File: config.mk
export PLATFORM = sky130hd
export DESIGN_NAME = adc_sample_ctrl
export DESIGN_NICKNAME = d
export VERILOG_FILES = /design/src/rtl/adc_ctrl_pkg.sv /design/src/rtl/period_timer.sv /design/src/rtl/conv_sequencer.sv /design/src/rtl/serial_frame.sv /design/src/rtl/adc_sample_ctrl.sv
export SDC_FILE = /design/constraint.sdc
export NUM_CORES = 1
export LEC_CHECK = 0
export BUFFER_PORTS_ARGS = -buffer_cell sky130_fd_sc_hd__buf_2
export CORE_ASPECT_RATIO = 1.1
export CORE_UTILIZATION = 44
export DETAILED_ROUTE_END_ITERATION = 16
export GPL_TIMING_DRIVEN = 0
export PLACE_DENSITY = 0.67
export SETUP_SLACK_MARGIN = 0.1
export SYNTH_ARGS = -nofsm -noshare
export SYNTH_HDL_FRONTEND = slang
export SYNTH_SLANG_ARGS = --single-unit
File: constraint.sdc
create_clock -name clk -period 1.7 [get_ports clk]
set_input_delay 0.34 -clock clk [delete_from_list [all_inputs] [get_ports clk]]
set_output_delay 0.34 -clock clk [all_outputs]
set_load 0.01 [all_outputs]
File: src/rtl/adc_ctrl_pkg.sv
package adc_ctrl_pkg;

  typedef enum logic [2:0] {
    SQ_IDLE  = 3'd0,
    SQ_PULSE = 3'd1,
    SQ_WAITB = 3'd2,
    SQ_CONV  = 3'd3,
    SQ_ACQ   = 3'd4,
    SQ_SWF   = 3'd5
  } seq_state_t;

  function automatic int cnt_width(input int n);
    return (n > 1) ? $clog2(n) : 1;
  endfunction

endpackage

File: src/rtl/period_timer.sv
module period_timer #(
  parameter int SAMPLE_PERIOD = 1250
) (
  input  logic clk,
  input  logic rst,
  input  logic enable,
  input  logic busy_s,
  output logic tick,
  output logic overrun
);
  localparam int CW = adc_ctrl_pkg::cnt_width(SAMPLE_PERIOD);
  localparam logic [CW-1:0] LAST = CW'(SAMPLE_PERIOD - 1);

  logic [CW-1:0] cnt;

  always_ff @(posedge clk) begin
    if (rst) begin
      cnt     <= '0;
      tick    <= 1'b0;
      overrun <= 1'b0;
    end else if (!enable) begin
      cnt  <= '0;
      tick <= 1'b0;
    end else if (cnt == LAST) begin
      cnt  <= '0;
      tick <= 1'b1;
      if (busy_s) overrun <= 1'b1;
    end else begin
      cnt  <= cnt + 1'b1;
      tick <= 1'b0;
    end
  end


  overrun_sticky_chk: assert property (@(posedge clk) disable iff (rst)
    overrun |=> overrun);


  idle_no_tick_chk: assert property (@(posedge clk) disable iff (rst)
    !enable |=> !tick);

endmodule

File: src/rtl/conv_sequencer.sv
module conv_sequencer
  import adc_ctrl_pkg::*;
#(
  parameter int START_W = 25,
  parameter int ACQ_CYC = 100
) (
  input  logic clk,
  input  logic rst,
  input  logic tick,
  input  logic sw_mode,
  input  logic busy_s,
  input  logic frame_busy,
  input  logic frame_done,
  output logic conv_start,
  output logic frame_go
);
  localparam int MAXC = (START_W > ACQ_CYC) ? START_W : ACQ_CYC;
  localparam int CW   = cnt_width(MAXC);
  localparam int GW   = cnt_width(ACQ_CYC + 1);
  localparam logic [CW-1:0] PULSE_LAST = CW'(START_W - 1);
  localparam logic [CW-1:0] ACQ_LAST   = CW'(ACQ_CYC - 1);
  localparam logic [GW-1:0] GAP_MAX    = GW'(ACQ_CYC);

  seq_state_t    st;
  logic [CW-1:0] cnt;
  logic          pending;
  logic          mode_q;
  logic          launch;
  logic [GW-1:0] gap_cnt;

  assign launch = (st == SQ_IDLE) && pending && !frame_busy;

  always_ff @(posedge clk) begin
    if (rst) begin
      st         <= SQ_IDLE;
      cnt        <= '0;
      pending    <= 1'b0;
      mode_q     <= 1'b0;
      conv_start <= 1'b0;
      frame_go   <= 1'b0;
    end else begin
      pending  <= (pending & ~launch) | tick;
      frame_go <= 1'b0;
      case (st)
        SQ_IDLE: if (launch) begin
          mode_q <= sw_mode;
          cnt    <= '0;
          if (sw_mode) begin
            frame_go <= 1'b1;
            st       <= SQ_SWF;
          end else begin
            conv_start <= 1'b1;
            st         <= SQ_PULSE;
          end
        end
        SQ_PULSE: begin
          if (cnt == PULSE_LAST) begin
            conv_start <= 1'b0;
            st         <= SQ_WAITB;
          end else begin
            cnt <= cnt + 1'b1;
          end
        end
        SQ_SWF: if (frame_done) st <= SQ_WAITB;
        SQ_WAITB: if (busy_s) begin
          if (!mode_q) frame_go <= 1'b1;
          st <= SQ_CONV;
        end
        SQ_CONV: if (!busy_s) begin
          cnt <= '0;
          st  <= SQ_ACQ;
        end
        SQ_ACQ: begin
          if (cnt == ACQ_LAST) st <= SQ_IDLE;
          else                 cnt <= cnt + 1'b1;
        end
        default: st <= SQ_IDLE;
      endcase
    end
  end

  // Independent watch on the settling time since busy was last seen high.
  always_ff @(posedge clk) begin
    if (rst)                   gap_cnt <= GAP_MAX;
    else if (busy_s)           gap_cnt <= '0;
    else if (gap_cnt < GAP_MAX) gap_cnt <= gap_cnt + 1'b1;
  end


  acq_gap_chk: assert property (@(posedge clk) disable iff (rst)
    $rose(conv_start) |-> (gap_cnt >= GAP_MAX));


  overlap_chk: assert property (@(posedge clk) disable iff (rst)
    (frame_go && !mode_q) |-> busy_s);


  sw_no_strobe_chk: assert property (@(posedge clk) disable iff (rst)
    mode_q |-> !conv_start);


  strobe_hold_chk: assert property (@(posedge clk) disable iff (rst)
    (conv_start && cnt != PULSE_LAST) |=> conv_start);

endmodule

File: src/rtl/serial_frame.sv
module serial_frame #(
  parameter int FRAME_BITS = 16,
  parameter int RES_BITS   = 12,
  parameter int SCLK_HALF  = 2
) (
  input  logic                  clk,
  input  logic                  rst,
  input  logic                  go,
  input  logic [FRAME_BITS-1:0] tx_word,
  input  logic                  miso,
  output logic                  sclk,
  output logic                  sync_n,
  output logic                  mosi,
  output logic                  active,
  output logic                  done,
  output logic [RES_BITS-1:0]   res_data
);
  localparam int DW = adc_ctrl_pkg::cnt_width(SCLK_HALF);
  localparam int BW = adc_ctrl_pkg::cnt_width(FRAME_BITS);
  localparam logic [DW-1:0] DIV_LAST = DW'(SCLK_HALF - 1);
  localparam logic [BW-1:0] BIT_LAST = BW'(FRAME_BITS - 1);

  logic [DW-1:0]         div;
  logic [BW-1:0]         bit_cnt;
  logic [FRAME_BITS-1:0] tx_sh;
  logic [FRAME_BITS-1:0] rx_sh;

  always_ff @(posedge clk) begin
    if (rst) begin
      div      <= '0;
      bit_cnt  <= '0;
      tx_sh    <= '0;
      rx_sh    <= '0;
      sclk     <= 1'b0;
      sync_n   <= 1'b1;
      mosi     <= 1'b0;
      active   <= 1'b0;
      done     <= 1'b0;
      res_data <= '0;
    end else begin
      done <= 1'b0;
      if (!active) begin
        if (go) begin
          active  <= 1'b1;
          sync_n  <= 1'b0;
          sclk    <= 1'b0;
          div     <= '0;
          bit_cnt <= '0;
          tx_sh   <= tx_word;
          mosi    <= tx_word[FRAME_BITS-1];
        end
      end else if (div != DIV_LAST) begin
        div <= div + 1'b1;
      end else begin
        div <= '0;
        if (!sclk) begin
          sclk  <= 1'b1;
          rx_sh <= {rx_sh[FRAME_BITS-2:0], miso};
        end else begin
          sclk <= 1'b0;
          if (bit_cnt == BIT_LAST) begin
            active   <= 1'b0;
            sync_n   <= 1'b1;
            done     <= 1'b1;
            res_data <= rx_sh[RES_BITS-1:0];
          end else begin
            bit_cnt <= bit_cnt + 1'b1;
            tx_sh   <= {tx_sh[FRAME_BITS-2:0], 1'b0};
            mosi    <= tx_sh[FRAME_BITS-2];
          end
        end
      end
    end
  end


  sclk_in_frame_chk: assert property (@(posedge clk) disable iff (rst)
    $rose(sclk) |-> !sync_n);


  mosi_hold_chk: assert property (@(posedge clk) disable iff (rst)
    $rose(sclk) |-> $stable(mosi));


  valid_single_chk: assert property (@(posedge clk) disable iff (rst)
    done |=> !done);


  valid_at_close_chk: assert property (@(posedge clk) disable iff (rst)
    done |-> (sync_n && $past(!sync_n)));

endmodule

File: src/rtl/adc_sample_ctrl.sv
module adc_sample_ctrl #(
  parameter int SAMPLE_PERIOD = 1250,
  parameter int START_W       = 25,
  parameter int ACQ_CYC       = 100,
  parameter int SCLK_HALF     = 2,
  parameter int FRAME_BITS    = 16,
  parameter int RES_BITS      = 12
) (
  input  logic                  clk,
  input  logic                  rst,
  input  logic                  enable,
  input  logic                  sw_start,
  input  logic [FRAME_BITS-1:0] ctrl_word,
  input  logic                  busy,
  input  logic                  miso,
  output logic                  conv_start,
  output logic                  sclk,
  output logic                  sync_n,
  output logic                  mosi,
  output logic                  res_valid,
  output logic [RES_BITS-1:0]   res_data,
  output logic                  overrun
);
  localparam int FRAME_CYC  = 2 * SCLK_HALF * FRAME_BITS;
  localparam int MIN_PERIOD = START_W + ACQ_CYC + FRAME_CYC + 4;


  initial begin
    period_fit_chk: assert (SAMPLE_PERIOD >= MIN_PERIOD)
      else $error("sample period shorter than strobe + acquisition + frame");
  end

  logic busy_m, busy_s;
  logic tick, frame_go, frame_busy;

  always_ff @(posedge clk) begin
    if (rst) begin
      busy_m <= 1'b0;
      busy_s <= 1'b0;
    end else begin
      busy_m <= busy;
      busy_s <= busy_m;
    end
  end

  period_timer #(
    .SAMPLE_PERIOD(SAMPLE_PERIOD)
  ) u_timer (
    .clk     (clk),
    .rst     (rst),
    .enable  (enable),
    .busy_s  (busy_s),
    .tick    (tick),
    .overrun (overrun)
  );

  conv_sequencer #(
    .START_W (START_W),
    .ACQ_CYC (ACQ_CYC)
  ) u_seq (
    .clk        (clk),
    .rst        (rst),
    .tick       (tick),
    .sw_mode    (sw_start),
    .busy_s     (busy_s),
    .frame_busy (frame_busy),
    .frame_done (res_valid),
    .conv_start (conv_start),
    .frame_go   (frame_go)
  );

  serial_frame #(
    .FRAME_BITS (FRAME_BITS),
    .RES_BITS   (RES_BITS),
    .SCLK_HALF  (SCLK_HALF)
  ) u_frame (
    .clk      (clk),
    .rst      (rst),
    .go       (frame_go),
    .tx_word  (ctrl_word),
    .miso     (miso),
    .sclk     (sclk),
    .sync_n   (sync_n),
    .mosi     (mosi),
    .active   (frame_busy),
    .done     (res_valid),
    .res_data (res_data)
  );

endmodule

==> run metrics <==
share of cells above drive strength 1=23.46%; placer's final routability congestion estimate=0.8933; area delta synth->final=23.13%; die area=0.008088 mm^2; top post-synthesis cells by area=dfxtp_1 46%, nand2_1 7.0%, mux2i_1 5.3%; Via-to-Cell Ratio=5.282; Layout fillers=716; Seq pwr share=51.7%; prevailing post-synth register cell=dfxtp_1; hold slack=0.1826 ns; Worst setup EP type=flip-flop; Port Buf Inserts=38; diode count=0; Cell Rows=33; Yosys warning count=0; max-slew violation count=0; Clock Pin Slew Worst Setup and Hold Paths=0.09 ns; Pleak=1.493 nW; Gate Count Post-Synth=397; largest area contributor in the netlist=dfxtp_1; Cell Int Power=2.711 mW; Comb pwr share=2.5%; share of the synthesized area in the top cell type=45.90%; count of unique library cells instantiated by Yosys=53; Critical Path, Cell by Cell=inv_2 -> ha_4 -> nor4b_4 -> and4_4 -> nor3_2 -> a221oi_1; CTS Buffer Depth=2; post-layout minimum cycle time=1.585 ns; Worst EP arrival=1.86 ns; first-pass GRT wire length=12.65 mm; TritonCTS Sinks=78; DRT Wirelength=7.610 mm; Critical Path Fanout Max=6; initial antenna violation count=0; clock share of power=45.8%; CTS tree=built; Die Y=94.22 um; fmax=630.8 MHz; Reg area=0.001573 mm^2; kind of critical path=reg2reg; P per Cell Area=846.0 mW/mm^2; switch share=23.51%; chip width=85.84 um; max cap viols=0; WP data required=1.98 ns; flops & latches, synth=78; final instance area=0.004189 mm^2; clk_lat worst skew=0.37 ns; Mapped Nets=424; all-layer global routing usage=20.02%; Hold Fails Final Rpt=0; clock skew=0.01101 ns; CTS root buf=clkbuf_8; Syn Area/Cell=8.569 um^2; CP max-delay cell=dfxtp_4; DP Wirelength=5.088 mm; status=finished clean; Async SR Flop Fraction=0%; Setup violations, final=0; Syn Std Cell Area=0.003402 mm^2; Final ANT Viol Nets=0; largest net degree at the start of global routing=16; H-tree levels=3; Startpoint Class=flip-flop; Hold Path Class=in2reg; cts bufs inserted=9; worst slew pin tran=0.6339 ns; vias in the first global route=2,804; grt total ovfl=0; I/O pin count=40; area post-placement=0.003737 mm^2; Initial DRT Pass Iterations=4; vias=2,963; Max IR drop VDD=0.6101 mV; sequential area share after synthesis=45.90%; multi-input gate area in the final layout=0.001824 mm^2; DR iter-0 viols=152; Max-slew headroom=57.74%; Total Nets Final=478; Psw=833.1 uW; RSZ-0062 raised after global routing=yes; commonest cells in the netlist=78 x dfxtp_1, 63 x nand2_1, 42 x nor2_1; CORE AREA=0.007473 mm^2; final worst-path cycle share=93.26%; Avg WL per Cell=13.57 um; Starting Density=45.52%; Max stage delay on crit path=0.36 ns; Post-synth EDFFs=0; DRC viols=0; most common cell in the netlist=dfxtp_1
-- flip-flops by register name, indices dropped and copies added, names as in the netlist, 3 cells and up --
signal,count
u_frame.tx_sh,15
u_timer.cnt,11
u_seq.st,3
u_frame.res_data,12
u_frame.bit_cnt,4
u_frame.rx_sh,12
u_seq.cnt,7
-- stage by stage --
step | total power, mW | setup TNS (ns) | std cells | setup slack [ns] | util, %
2_1_floorplan | 1.919 | 0 | 397 | 0.1034 | -
6_report | 3.544 | 0 | 561 | 0.1146 | 56.05
3_5_place_dp | 1.963 | -1.793 | 540 | -0.1530 | 50.01
3_3_place_gp | 1.962 | -0.7534 | 540 | -0.08050 | 50.01
5_1_grt | 3.660 | 0 | 561 | 0.04673 | 56.05
4_1_cts | 3.571 | 0 | 557 | 0.1006 | 53.61
-- cells by family after synthesis --
logic type / after synthesis / synth area share (%)
multiplexers: 18 / 5.296
adder cells (fa/ha/maj): 5 / 1.839
AO/OA/AOI/OAI: 84 / 15.96
XOR/XNOR: 13 / 3.347
buffers and inverters: 35 / 4.450
flip-flops: 78 / 45.90
AND/OR/NAND/NOR: 164 / 23.21
-- critical path, delay by kind of cell, from the launching register on --
family | cells | cell delay [ns]
DFF | 1 | 0.36
and+or+nand+nor | 3 | 0.72
AOI/OAI and AO/OA | 1 | 0.24
adders and majority gates | 1 | 0.11
buffers and inverters | 1 | 0.06
-- layout by cell type (no fill, tap or decap), types with 8 or more instances in the layout --
master    netlist  routed
xor2_1          8       8
buf_2           6      39
clkbuf_8        0       9
nor2_1         42      42
clkbuf_1       13       9
dfxtp_1        78      73
a211oi_1       19      15
nand2_1        63      63
a21oi_1        34      33
nor3_1         11      10
mux2i_1        18      18
-- layer usage --
layer	share of wire (%)	track usage, %
met1	46	24.32
met4	2.4	10.14
met5	0	0
met3	3.8	5.009
met2	48	32.80
-- power by group through the flow --
stage          clock (mW)  sequential (mW)  combinational, mW
2_1_floorplan           0             1.88             0.0436
3_5_place_dp            0             1.88             0.0856
4_1_cts              1.65             1.83             0.0863
5_1_grt              1.73             1.83             0.0993
3_3_place_gp            0             1.88             0.0851
6_report             1.62             1.83             0.0894
-- final cells by class --
class                           count  share of cell area (%)
Clock buffer                        9                   2.957
Clock inverter                      7                   2.449
Sequential cell                    78                   37.54
Buffer                             24                   3.674
Timing Repair Buffer               44                   5.795
Inverter                           10                  0.8961
Tap cell                          105                   3.136
Multi-Input combinational cell    284                   43.55
-- worst paths after layout --
| kind | from | end | slack (ns) | depth (start not counted) |
|---|---|---|---|---|
| setup / recovery | u_seq.cnt[0] | u_seq.cnt[3] | 0.11 | 6 |
| hold / removal | busy | busy_m | 0.18 | 2 |
| setup reg to reg | u_seq.cnt[0] | u_seq.cnt[3] | 0.11 | 6 |
| hold reg to reg | u_frame.res_data[8] | u_frame.res_data[8] | 0.45 | 2 |
-- what timing repair did --
action,4_1_cts,5_1_grt
pin swaps,6,7
cloned,0,0
hold buffers,0,0
resized for setup,14,44
buffers inserted,2,4
endpoints found under the setup margin,43,42
No activity file was read; power rests on OpenSTA's default activity.
